<file path="src/rtl/dmac_pkg.sv">
package dmac_pkg;

  typedef enum logic [2:0] {
    CH_RST  = 3'd1,
    CH_STOP = 3'd2,
    CH_RUN  = 3'd4
  } ch_state_e;

  localparam logic [1:0] SZ_WORD = 2'd2;

  localparam logic [5:0] OFF_DPTR  = 6'h00;
  localparam logic [5:0] OFF_SDATA = 6'h16;
  localparam logic [5:0] OFF_SBUF  = 6'h17;
  localparam logic [5:0] OFF_GRP   = 6'h18;
  localparam logic [5:0] OFF_GDN   = 6'h1F;
  localparam logic [5:0] OFF_CMD   = 6'h20;
  localparam logic [5:0] OFF_CFG   = 6'h21;
  localparam logic [5:0] OFF_STAT  = 6'h22;
  localparam logic [5:0] OFF_MASK  = 6'h23;
  localparam logic [5:0] OFF_ACK   = 6'h24;
  localparam logic [5:0] OFF_RAW   = 6'h25;
  localparam logic [5:0] OFF_MSKD  = 6'h26;
  localparam logic [5:0] OFF_SCMD  = 6'h27;

  localparam logic [9:0] SC_LOAD_D = 10'h140;
  localparam logic [9:0] SC_BURST  = 10'h020;
  localparam logic [9:0] SC_LOAD_C = 10'h200;

  function automatic logic sc_wants_desc(input logic [9:0] v);
    return |(v & SC_LOAD_D);
  endfunction

  function automatic logic sc_wants_start(input logic [9:0] v);
    return sc_wants_desc(v) && |(v & SC_BURST);
  endfunction

  function automatic logic sc_wants_ctx(input logic [9:0] v);
    return |(v & SC_LOAD_C);
  endfunction

  function automatic logic [31:0] stat_word(input ch_state_e s, input logic eol);
    return {23'd0, 1'b1, 2'd0, eol, 2'd0, s};
  endfunction

  function automatic logic may_continue(input logic en, input logic stop,
                                        input ch_state_e s, input logic cur_eol);
    return en && !stop && (s == CH_RUN) && cur_eol;
  endfunction

endpackage

</file>
<file path="src/rtl/dmac_host_dec.sv">
module dmac_host_dec import dmac_pkg::*; #(
  parameter int NUM_CH = 2,
  localparam int CH_W = (NUM_CH > 1) ? $clog2(NUM_CH) : 1,
  localparam int ADDR_W = 13 + CH_W
) (
  input  logic              bus_valid,
  input  logic              bus_write,
  input  logic [1:0]        bus_size,
  input  logic [ADDR_W-1:0] bus_addr,
  output logic [CH_W-1:0]   dec_ch,
  output logic [5:0]        dec_off,
  output logic              wr_hit,
  output logic              rd_hit,
  output logic              acc_err
);
  logic is_word;
  logic in_map;

  assign dec_ch  = bus_addr[13 +: CH_W];
  assign dec_off = bus_addr[7:2];
  assign is_word = (bus_size == SZ_WORD);
  assign in_map  = (bus_addr[12:8] == 5'd0) && (bus_addr[1:0] == 2'd0) &&
                   (int'(dec_ch) < NUM_CH);
  assign acc_err = bus_valid && !is_word;
  assign wr_hit  = bus_valid && is_word && in_map && bus_write;
  assign rd_hit  = bus_valid && is_word && in_map && !bus_write;
endmodule

</file>
<file path="src/rtl/dmac_irq.sv">
module dmac_irq #(
  parameter int W = 4
) (
  input  logic         clk,
  input  logic         rst_n,
  input  logic [W-1:0] set_i,
  input  logic         ack_en_i,
  input  logic [W-1:0] ack_bits_i,
  input  logic [W-1:0] mask_i,
  output logic [W-1:0] raw_o,
  output logic [W-1:0] masked_o,
  output logic         irq_o
);
  logic [W-1:0] clr_bits;

  assign clr_bits = ack_en_i ? ack_bits_i : '0;

  always_ff @(posedge clk) begin
    if (!rst_n) raw_o <= '0;
    else        raw_o <= (raw_o & ~clr_bits) | set_i;
  end

  assign masked_o = raw_o & mask_i;
  assign irq_o    = |masked_o;

  assert_ack_clears_R9: assert property (@(posedge clk) disable iff (!rst_n)
    ack_en_i |=> ((raw_o & $past(ack_bits_i & ~set_i)) == '0));

  assert_set_raises_R10: assert property (@(posedge clk) disable iff (!rst_n)
    ((set_i & mask_i) != '0) |=> (irq_o || (mask_i != $past(mask_i))));
endmodule

</file>
<file path="src/rtl/dmac_chan.sv">
module dmac_chan import dmac_pkg::*; #(
  parameter int INTR_W = 4
) (
  input  logic              clk,
  input  logic              rst_n,
  input  logic              wr_en,
  input  logic [5:0]        wr_off,
  input  logic [31:0]       wr_data,
  input  logic [5:0]        rd_off,
  output logic [31:0]       rd_data,
  input  logic              desc_eol_i,
  input  logic [31:0]       desc_next_i,
  input  logic [31:0]       desc_buf_i,
  input  logic [31:0]       ctx_data_i,
  input  logic [31:0]       ctx_buf_i,
  input  logic              eng_eol_i,
  input  logic [INTR_W-1:0] eng_intr_i,
  output logic [31:0]       sdata_o,
  output logic [31:0]       gdn_o,
  output logic              pend_o,
  output logic              desc_load_o,
  output logic              ctx_load_o,
  output logic              start_o,
  output logic              irq_o
);
  logic [31:0]       dptr, sbuf, grp, cmd, cfg, scmd;
  logic [INTR_W-1:0] mask, raw, masked;
  ch_state_e         state;
  logic              chan_eol, cur_eol;

  // named internal events
  logic wr_cfg, wr_cmd, wr_scmd, wr_ack;
  logic sc_d, sc_go, sc_c, cont_go, cont_adv;

  assign wr_cfg   = wr_en && (wr_off == OFF_CFG);
  assign wr_cmd   = wr_en && (wr_off == OFF_CMD);
  assign wr_scmd  = wr_en && (wr_off == OFF_SCMD);
  assign wr_ack   = wr_en && (wr_off == OFF_ACK);
  assign sc_d     = wr_scmd && sc_wants_desc(wr_data[9:0]);
  assign sc_go    = wr_scmd && sc_wants_start(wr_data[9:0]);
  assign sc_c     = wr_scmd && sc_wants_ctx(wr_data[9:0]);
  assign cont_go  = wr_cmd && may_continue(cfg[0], cfg[1], state, cur_eol);
  assign cont_adv = cont_go && !desc_eol_i && chan_eol;

  always_ff @(posedge clk) begin
    if (!rst_n) begin
      dptr <= '0; sdata_o <= '0; sbuf <= '0; grp <= '0; gdn_o <= '0;
      cmd <= '0; cfg <= '0; scmd <= '0; mask <= '0;
      state <= CH_RST; chan_eol <= 1'b0; cur_eol <= 1'b0; pend_o <= 1'b0;
      desc_load_o <= 1'b0; ctx_load_o <= 1'b0; start_o <= 1'b0;
    end else begin
      desc_load_o <= 1'b0;
      ctx_load_o  <= 1'b0;
      start_o     <= 1'b0;
      if (wr_en) begin
        case (wr_off)
          OFF_DPTR:  dptr    <= wr_data;
          OFF_SDATA: sdata_o <= wr_data;
          OFF_SBUF:  sbuf    <= wr_data;
          OFF_GRP:   grp     <= wr_data;
          OFF_GDN:   gdn_o   <= wr_data;
          OFF_CMD:   cmd     <= wr_data;
          OFF_CFG:   cfg     <= wr_data;
          OFF_SCMD:  scmd    <= wr_data;
          OFF_MASK:  mask    <= wr_data[INTR_W-1:0];
          default: ;
        endcase
      end
      if (wr_cfg) begin
        if (wr_data[1])  state <= CH_STOP;
        if (!wr_data[0]) state <= CH_RST;
      end
      if (sc_d) begin
        desc_load_o <= 1'b1;
        dptr        <= sdata_o;
        cur_eol     <= desc_eol_i;
      end
      if (sc_go) begin
        state    <= CH_RUN;
        chan_eol <= 1'b0;
        start_o  <= 1'b1;
      end
      if (sc_c) begin
        ctx_load_o <= 1'b1;
        sdata_o    <= ctx_data_i;
        sbuf       <= ctx_buf_i;
      end
      if (cont_go) begin
        desc_load_o <= 1'b1;
        dptr        <= sdata_o;
        cur_eol     <= desc_eol_i;
        sbuf        <= desc_buf_i;
        if (cont_adv) begin
          sdata_o <= desc_next_i;
          pend_o  <= 1'b1;
        end
      end
      if (pend_o) begin
        pend_o      <= 1'b0;
        desc_load_o <= 1'b1;
        dptr        <= sdata_o;
        cur_eol     <= desc_eol_i;
        sbuf        <= desc_buf_i;
        state       <= CH_RUN;
        chan_eol    <= 1'b0;
        start_o     <= 1'b1;
      end
      if (eng_eol_i) chan_eol <= 1'b1;
    end
  end

  dmac_irq #(.W(INTR_W)) u_irq (
    .clk(clk), .rst_n(rst_n), .set_i(eng_intr_i), .ack_en_i(wr_ack),
    .ack_bits_i(wr_data[INTR_W-1:0]), .mask_i(mask),
    .raw_o(raw), .masked_o(masked), .irq_o(irq_o)
  );

  always_comb begin
    case (rd_off)
      OFF_DPTR:  rd_data = dptr;
      OFF_SDATA: rd_data = sdata_o;
      OFF_SBUF:  rd_data = sbuf;
      OFF_GRP:   rd_data = grp;
      OFF_GDN:   rd_data = gdn_o;
      OFF_CMD:   rd_data = cmd;
      OFF_CFG:   rd_data = cfg;
      OFF_STAT:  rd_data = stat_word(state, chan_eol);
      OFF_MASK:  rd_data = 32'(mask);
      OFF_RAW:   rd_data = 32'(raw);
      OFF_MSKD:  rd_data = 32'(masked);
      OFF_SCMD:  rd_data = scmd;
      default:   rd_data = '0;
    endcase
  end

  assert_cfg_reset_R4: assert property (@(posedge clk) disable iff (!rst_n)
    (wr_cfg && !wr_data[0] && !pend_o) |=> (state == CH_RST));

  assert_ctx_copy_R6: assert property (@(posedge clk) disable iff (!rst_n)
    ctx_load_o |-> (sdata_o == $past(ctx_data_i) && sbuf == $past(ctx_buf_i)));

  assert_advance_pends_R8: assert property (@(posedge clk) disable iff (!rst_n)
    cont_adv |=> (pend_o && sdata_o == $past(desc_next_i)));

  assert_pend_starts_R8: assert property (@(posedge clk) disable iff (!rst_n)
    pend_o |=> (start_o && desc_load_o && state == CH_RUN));

  assert_no_cont_start_R7: assert property (@(posedge clk) disable iff (!rst_n)
    (wr_cmd && !cont_go && !pend_o) |=> !start_o);
endmodule

</file>
<file path="src/rtl/dmac_ctrl_unit.sv">
module dmac_ctrl_unit import dmac_pkg::*; #(
  parameter int NUM_CH = 2,
  parameter int INTR_W = 4,
  localparam int CH_W = (NUM_CH > 1) ? $clog2(NUM_CH) : 1,
  localparam int ADDR_W = 13 + CH_W
) (
  input  logic                     clk,
  input  logic                     rst_n,
  input  logic                     bus_valid,
  input  logic                     bus_write,
  input  logic [1:0]               bus_size,
  input  logic [ADDR_W-1:0]        bus_addr,
  input  logic [31:0]              bus_wdata,
  output logic                     rsp_valid,
  output logic [31:0]              rsp_rdata,
  output logic                     rsp_err,
  output logic [31:0]              desc_addr,
  output logic [31:0]              ctx_addr,
  input  logic                     desc_eol,
  input  logic [31:0]              desc_next,
  input  logic [31:0]              desc_buf,
  input  logic [31:0]              ctx_saved_data,
  input  logic [31:0]              ctx_saved_buf,
  input  logic [NUM_CH-1:0]        eng_eol,
  input  logic [NUM_CH*INTR_W-1:0] eng_intr,
  output logic [NUM_CH-1:0]        desc_load,
  output logic [NUM_CH-1:0]        ctx_load,
  output logic [NUM_CH-1:0]        chan_start,
  output logic [NUM_CH-1:0]        irq
);
  logic [CH_W-1:0] dec_ch;
  logic [5:0]      dec_off;
  logic            wr_hit, rd_hit, acc_err;

  dmac_host_dec #(.NUM_CH(NUM_CH)) u_dec (
    .bus_valid(bus_valid), .bus_write(bus_write), .bus_size(bus_size),
    .bus_addr(bus_addr), .dec_ch(dec_ch), .dec_off(dec_off),
    .wr_hit(wr_hit), .rd_hit(rd_hit), .acc_err(acc_err)
  );

  logic [31:0]       rd_arr [NUM_CH];
  logic [31:0]       sd_arr [NUM_CH];
  logic [31:0]       gd_arr [NUM_CH];
  logic [NUM_CH-1:0] pend_vec;

  for (genvar c = 0; c < NUM_CH; c++) begin : g_ch
    logic wr_this;
    assign wr_this = wr_hit && (int'(dec_ch) == c);
    dmac_chan #(.INTR_W(INTR_W)) u_chan (
      .clk(clk), .rst_n(rst_n), .wr_en(wr_this), .wr_off(dec_off),
      .wr_data(bus_wdata), .rd_off(dec_off), .rd_data(rd_arr[c]),
      .desc_eol_i(desc_eol), .desc_next_i(desc_next), .desc_buf_i(desc_buf),
      .ctx_data_i(ctx_saved_data), .ctx_buf_i(ctx_saved_buf),
      .eng_eol_i(eng_eol[c]), .eng_intr_i(eng_intr[c*INTR_W +: INTR_W]),
      .sdata_o(sd_arr[c]), .gdn_o(gd_arr[c]), .pend_o(pend_vec[c]),
      .desc_load_o(desc_load[c]), .ctx_load_o(ctx_load[c]),
      .start_o(chan_start[c]), .irq_o(irq[c])
    );
  end

  // a pending continue owns the fetch port for its second cycle
  logic            pend_any;
  logic [CH_W-1:0] pend_idx;
  logic [CH_W-1:0] fetch_ch;

  always_comb begin
    pend_any = 1'b0;
    pend_idx = '0;
    for (int c = 0; c < NUM_CH; c++) begin
      if (pend_vec[c]) begin
        pend_any = 1'b1;
        pend_idx = CH_W'(c);
      end
    end
  end

  assign fetch_ch  = pend_any ? pend_idx : dec_ch;
  assign desc_addr = sd_arr[fetch_ch];
  assign ctx_addr  = gd_arr[fetch_ch];

  always_ff @(posedge clk) begin
    if (!rst_n) begin
      rsp_valid <= 1'b0;
      rsp_err   <= 1'b0;
      rsp_rdata <= '0;
    end else begin
      rsp_valid <= bus_valid;
      rsp_err   <= acc_err;
      rsp_rdata <= rd_hit ? rd_arr[dec_ch] : '0;
    end
  end

  assert_narrow_err_R3: assert property (@(posedge clk) disable iff (!rst_n)
    (bus_valid && bus_size != SZ_WORD) |=> (rsp_valid && rsp_err && rsp_rdata == '0));

  assert_one_resp_R12: assert property (@(posedge clk) disable iff (!rst_n)
    !bus_valid |=> !rsp_valid);

  assert_single_pend_R8: assert property (@(posedge clk) disable iff (!rst_n)
    $countones(pend_vec) <= 1);
endmodule

</file>
<file path="config.mk">
export PLATFORM = sky130hd
export DESIGN_NAME = dmac_ctrl_unit
export DESIGN_NICKNAME = d
export VERILOG_FILES = /design/src/rtl/dmac_pkg.sv /design/src/rtl/dmac_host_dec.sv /design/src/rtl/dmac_irq.sv /design/src/rtl/dmac_chan.sv /design/src/rtl/dmac_ctrl_unit.sv
export SDC_FILE = /design/constraint.sdc
export NUM_CORES = 1
export LEC_CHECK = 0
export BUFFER_PORTS_ARGS = -buffer_cell sky130_fd_sc_hd__buf_2
export CAP_MARGIN = 20
export CORE_MARGIN = 10
export CORE_UTILIZATION = 25
export DETAILED_ROUTE_END_ITERATION = 12
export PLACE_DENSITY = 0.51
export SLEW_MARGIN = 20
export SYNTH_ARGS = -nofsm -noshare
export SYNTH_HDL_FRONTEND = slang
export SYNTH_SLANG_ARGS = --single-unit
</file>
<file path="constraint.sdc">
create_clock -name clk -period 6.4 [get_ports clk]
set_input_delay 0.64 -clock clk [delete_from_list [all_inputs] [get_ports clk]]
set_output_delay 0.64 -clock clk [all_outputs]
set_load 0.01 [all_outputs]
</file>
==> metrics, run 1 <==
Sinks on Clock Net=580; VDD IR max=0.186 mV; Tcrit/Tclk final=57.5%; share of layout cells above drive strength 1=16.8%; Final Hold Viols=0; Top cell by count, worst path=buf_4; initial antenna violation count=4; Commonest cells post-synth=nand2_1, dfxtp_1, a21oi_1, clkbuf_1, a22oi_1; r2r setup slk=3.55 ns; Synth area leaders=dfxtp_1, nand2_1, a21oi_1; crit path max-delay cell type=buf_4; Final Critical Period=3.68 ns; CTS tree=yes; P&R area growth vs syn=16.8%; P_leak=0.0113 uW; final wirelength=124000 um; hold bufs inserted after CTS=0; boundary pin count=297; syn nets=3448; clock buffer depth=3; Peak Freq=272 MHz; Worst-Margin Slew=1.15 ns; Nets=3526; remaining routing DRC violations=0; Max-slew headroom=23.4%; slowest stage delay, CP=0.48 ns; Main synth FF type=dfxtp_1; Slew Viols, Final=0; pin count of the biggest net entering global routing=139; number of global-route vias before repair=24394; initial core utilization=25.1%; WL/cell=25.9 um; Synth async-reset ratio=0%; chip width=347 um; max-cap viol count=0; Distinct cells, synth=71; EDFF count, synth=0; sequential element share of the synthesized area=43.3%; Post-CTS Setup Inserts=0; met2 WL post-DR=53900 um; status=finished clean; 1st-iter DRT viols=3068; Yosys top cell by area=dfxtp_1; count leader, synth=nand2_1; hold_ws=0.200 ns; Critical Path Start Type=flop; PwrDens=249 nW/um2; Avg Cell Area, Syn=8.23 um2; first-pass GRT wire length=179000 um; Cell Rows=120; grt ovf=0; RePlAce Congestion=0.873; synth warn=0; Max Used Layer=met5; DR vias=26061; Hold Path Class=in2reg; total CTS buffers=58; critical path required time=5.76 ns; Placeable Area=107000 um2; Buf+Inv Stages, Crit Path=4; Synth Instances=3257; Yosys reg bits=580; gr usage total=19.5%; remaining antenna violation count=0; post-detail-place hpwl=84600 um; Post-Route M1 WL=56500 um; CP top delay family=buffers and inverters; post-cts repair resize count=0; die height=347 um; crit path max fanout=35; RSZ-0062 raised after global routing=no; IO Port Bufs=296; count of final setup violators=0; critical path class=reg2out; Pre-antenna DRT Iters=6; vias per cell=5.44; metal3 WL=10900 um; die area=121000 um2; crit path cell chain=buf_4 -> inv_1 -> a21oi_4 -> buf_4 -> mux2_2 -> buf_2; crit path capture type=primary output; clock slew at reported path FFs=0.07 ns; top-area cell type share of the netlist area=43.3%; Setup TNS=0 ns; Worst-Skew Late Latency=0.65 ns; clock root cell=clkbuf_16; mapped cell area=26800 um2; Worst Path Arrival=3.04 ns; skew final=0.0215 ns; H-tree levels=2
[per-stage QoR]
stage               utilization (%)  setup WS [ns]  cells  total power [uW]  cell area, um2
detailed placement             27.4           2.47   4678              4050           29200
global placement               27.4           2.51   4678              4060           29200
finish                         29.3           2.72   4790              7790           31300
global route                   29.3           2.66   4786              7970           31300
floorplan                         -           3.68   3257              3860           26800
CTS                            29.3           2.73   4786              7820           31300
[cell families (layout without fill, tap and decap cells)]
logic type,after synthesis,in the layout,synth area share [%]
muxes,117,117,4.67
and+or+nand+nor,1133,1133,19.0
AOI/OAI and AO/OA,1048,1048,26.9
other,0,4,0
DFF,580,580,43.3
buffers and inverters,379,505,6.04
[power by group]
| part | switching (uW) | internal (uW) | leakage, uW |
|---|---|---|---|
| logic | 271 | 89.6 | 0.00563 |
| clock network | 1580 | 2230 | 0.00103 |
| registers | 6.43 | 3610 | 0.00467 |
| total | 1860 | 5930 | 0.0113 |
[sequential cells by signal (all words and copies together) (netlist names), 2 cells and up]
name and flops:
g_ch.u_chan.mask 8, g_ch.u_chan.start_o 2, g_ch.u_chan.chan_eol 2, g_ch.u_chan.cfg 64
g_ch.u_chan.u_irq.raw_o 8, g_ch.u_chan.scmd 64, g_ch.u_chan.grp 64, g_ch.u_chan.gdn_o 64
g_ch.u_chan.cur_eol 2, g_ch.u_chan.desc_load_o 2, g_ch.u_chan.dptr 64, g_ch.u_chan.cmd 64
g_ch.u_chan.sbuf 64, g_ch.u_chan.pend_o 2, g_ch.u_chan.sdata_o 64, g_ch.u_chan.ctx_load_o 2
g_ch.u_chan.state 6, rsp_rdata 32
[final timing paths]
path                            from                            end  cells after the start
max            g_ch[0].u_chan.pend_o                   ctx_addr[18]                      6
min                      eng_intr[3]  g_ch[0].u_chan.u_irq.raw_o[3]                      2
max reg2reg  g_ch[1].u_chan.state[1]     g_ch[1].u_chan.sdata_o[31]                      6
min reg2reg    g_ch[0].u_chan.cmd[1]          g_ch[0].u_chan.cmd[1]                      2
[worst register-to-register path, stage by stage (launching register included)]
cell     delay, ns
dfxtp_1       0.34
or4bb_1       0.57
nor4_1        0.53
o31ai_2       0.09
buf_4         0.22
and2_1        0.49
a221o_1       0.48
[layout by cell type, fill, tap and decap left out, types with 36 or more instances in the layout]
cell type  count
nand2_1      795
dfxtp_1      579
a21oi_1      374
buf_2        295
a22oi_1      176
o21a_1        72
mux2_2        65
o22ai_1       64
nor3b_1       63
buf_4         61
clkbuf_16     59
nor2_1        57
a221o_1       56
nand4_1       55
mux2i_1       52
o2bb2ai_1     51
a22o_1        48
inv_1         38
o21ai_0       37
nand3_1       36
[routing by layer]
metal | GRT usage, % | vias to the layer above
li1 | - | 11858
met3 | 4.32 | 173
met4 | 5.01 | 8
met1 | 27.6 | 12837
met5 | 0 | -
met2 | 29.5 | 1185
[area by class of cell]
cell class,count,area [um2]
fill,11307,75400
multi-input combinational,2298,13700
sequential,580,11600
timing repair buffer,358,1970
tap,1403,1760
clock buffer,82,1680
clock inverter,26,390
inverter,39,154
antenna,4,10.0
Power figures use the tool's default switching activity.
==> inputs of run 2 (changes only) <==
Settings changed: ABC_AREA set to 1, PLACE_DENSITY 0.51 to 0.5.
Clock period 6.4 ns to 3.4 ns, I/O delays scaled along.
==> run 2 against run 1 <==
  * Final cell count up 29%
  * Largest cell class unchanged
  * Synthesized area is 7.7% higher
  * Clock-buffer cell count grew 19
  * Die area is 7.3% higher
  * Utilization increased by 0.83 points
  * Clock power increased by 90%
  * Sequential cell count is the same
  * Wire length is 12% higher
  * Global-route usage increased by 0.98 points
  * Worst hold slack got worse by 0.18 ns
  * Largest power group unchanged
==> metrics, run 2 <==
clock slew at reported path FFs=0.06 ns (about the same); Sw Ratio=24.7% (+0.82 points); pin count of the biggest net entering global routing=205 (+47%); P_leak=0.0136 uW (+20%); Slew Viols, Final=0 (unchanged); grt ovf=0 (unchanged); Final Critical Period=2.88 ns; Synth async-reset ratio=0% (unchanged); chip width=360 um (+3.6%); Nets=4794 (+36%); FILL cells=12675 (+12%); Peak Freq=347 MHz; Yosys reg bits=580 (unchanged); Commonest cells post-synth=nand2_1, dfxtp_1, a21oi_1, o21ai_0, inv_1; syn nets=4655 (+35%); Avg Cell Area, Syn=6.46 um2 (-21%); Worst-Skew Late Latency=0.64 ns (about the same); critical path required time=3.06 ns (-2.70 ns); count of final setup violators=0 (unchanged); Multi-input gate area=14400 um2 (+5.2%); boundary pin count=297 (unchanged); synth warn=0 (unchanged); WL/cell=22.6 um (-13%); count leader, synth=nand2_1; EDFF count, synth=0 (unchanged); PwrDens=429 nW/um2 (+72%); RR Startpoint=g_ch[0].u_chan.state[0]; crit path max fanout=64 (+83%); final wirelength=139000 um (+12%); most frequent cells in the layout=nand2_1, dfxtp_1, a21oi_1; Max-slew headroom=29.6% (+6.2 points); Yosys top cell by area=dfxtp_1; Sinks on Clock Net=580 (unchanged); Clk pwr share=48.8% (about the same); skew final=0.0240 ns (+0.00251 ns); vias per cell=5.06 (-7.0%); Placeable Area=115000 um2 (+7.3%); P&R area growth vs syn=19.7%; FF+latch area=11600 um2 (about the same); total CTS buffers=67 (+16%); RePlAce Congestion=0.874 (+0.18%); VDD IR max=0.283 mV (+52%); Flop pwr share=46.0% (-0.4 points); DR vias=31187 (+20%); clock root cell=clkbuf_16; share of layout cells above drive strength 1=11.8% (-4.9 points); Worst Path Arrival=2.54 ns (-0.50 ns); initial core utilization=25.2% (+0.10 points); Pint=11200 uW (+88%); Comb pwr share=5.2% (+0.6 points); top-area cell type share of the netlist area=40.2% (-3.1 points); IO Port Bufs=296 (unchanged); clock buffer depth=3 (unchanged); Hold Path Class=in2reg; die height=360 um (+3.6%); Pre-antenna DRT Iters=6 (unchanged); mapped cell area=28900 um2 (+7.7%); critical path class=reg2out; Post-CTS Setup Inserts=0 (unchanged); status=finished clean; P_sw=3660 uW (+97%); max-cap viol count=0 (unchanged); remaining antenna violation count=0 (unchanged); Setup TNS=0 ns (unchanged); hold_ws=0.0165 ns (-0.184 ns); Critical Path Start Type=flop; Distinct cells, synth=37 (-48%); first-pass GRT wire length=203000 um (+13%); RSZ-0062 raised after global routing=no; gr usage total=20.5% (+0.98 points); post-detail-place hpwl=92900 um (+9.8%); die area=129000 um2 (+7.3%); initial antenna violation count=13 (+9); CTS tree=yes; Final Hold Viols=0 (unchanged); Synth area leaders=dfxtp_1, nand2_1, a21oi_1; Main synth FF type=dfxtp_1; H-tree levels=3 (+1); Worst-Margin Slew=1.05 ns (-0.0998 ns); sequential element share of the synthesized area=40.2% (-3.1 points); Tcrit/Tclk final=84.7%; remaining routing DRC violations=0 (unchanged); WHS Path Cells=3 (+1); Synth Instances=4464 (+37%); CP startpoint=g_ch[1].u_chan.pend_o; 1st-iter DRT viols=3218 (+4.9%); worst reg2reg path depth=9 (+3); number of global-route vias before repair=28805 (+18%); crit path capture type=primary output; commonest non-fill, non-tap cell in the layout=nand2_1; min-delay src=desc_next[26]; Cell Rows=124 (+3.3%)
-- run 2: cell count changes in the layout (fill, tap and decap cells not counted), moves of 48 or more --
| cell | change |
|---|---|
| nand2_1 | +482 |
| o2bb2ai_1 | -50 |
| nor2_1 | +261 |
| a221o_1 | -56 |
| o21ai_0 | +393 |
| nor3b_1 | -63 |
| a21oi_1 | +81 |
| a22o_1 | -48 |
| inv_1 | +320 |
| mux2i_1 | -52 |
| o21a_1 | -70 |
| a22oi_1 | -176 |
| nand3_1 | +311 |
| mux2_2 | -65 |
-- run 2: area by class of cell --
| class | count | share of cell area, % |
|---|---|---|
| diodes | 5 | 0.0362 |
| clock buffers | 101 | 5.79 |
| clock inverters | 10 | 0.326 |
| inverters | 373 | 4.07 |
| multi-input cells | 3135 | 41.8 |
| flip-flops and latches | 580 | 33.6 |
| well taps | 1512 | 5.48 |
| repair buffers | 446 | 8.87 |
-- run 2: timing repair --
action,CTS,global route
hold buffers,39,0
hold endpoints to repair,58,0
gates resized for setup,0,0
-- run 2: logic make-up after synthesis --
family	after synthesis	share of synthesized area, %
simple gates	2066	29.5
compound gates	1069	20.0
buf+inv	749	10.2
flops	580	40.2
-- run 2: power by group through the flow --
stage / logic [uW] / registers, uW / clock network (uW)
finish: 775 / 6810 / 7230
floorplan: 344 / 6960 / 0
global route: 830 / 6810 / 7590
detailed placement: 723 / 6960 / 0
CTS: 760 / 6810 / 7330
global placement: 725 / 6960 / 0
-- run 2: final timing paths --
kind | slack, ns | end
worst max-delay path | 0.52 | desc_addr[1]
worst min-delay path | 0.02 | g_ch[0].u_chan.sdata_o[26]
worst max register to register | 0.95 | g_ch[0].u_chan.sdata_o[26]
worst min register to register | 0.45 | g_ch[0].u_chan.grp[18]
-- run 2: metrics by stage --
step	utilization, %	setup WS (ns)	cell area [um2]	instances	total power [uW]
after global placement	28.0	0.537	32000	6007	7690
after floorplan	-	1.32	28900	4464	7300
after CTS	30.1	0.502	34500	6157	14900
after global routing	30.2	0.409	34500	6159	15200
after detailed placement	28.0	0.528	32000	6007	7690
final	30.2	0.520	34500	6162	14800
-- run 2: worst max-delay path, stage by stage, from the launching register on --
cell	delay [ns]
dfxtp_1	0.39
inv_1	0.17
o21ai_4	0.16
buf_4	0.58
o21ai_0	0.36
buf_2	0.24
-- run 2: routing by layer --
layer | global-route usage, % | wire [um] | up-vias
li1 | - | - | 14876
met1 | 29.4 | 63800 | 14602
met2 | 30.9 | 59500 | 1508
met3 | 3.29 | 12100 | 195
met4 | 6.41 | 3650 | 6
met5 | 0 | 34 | -
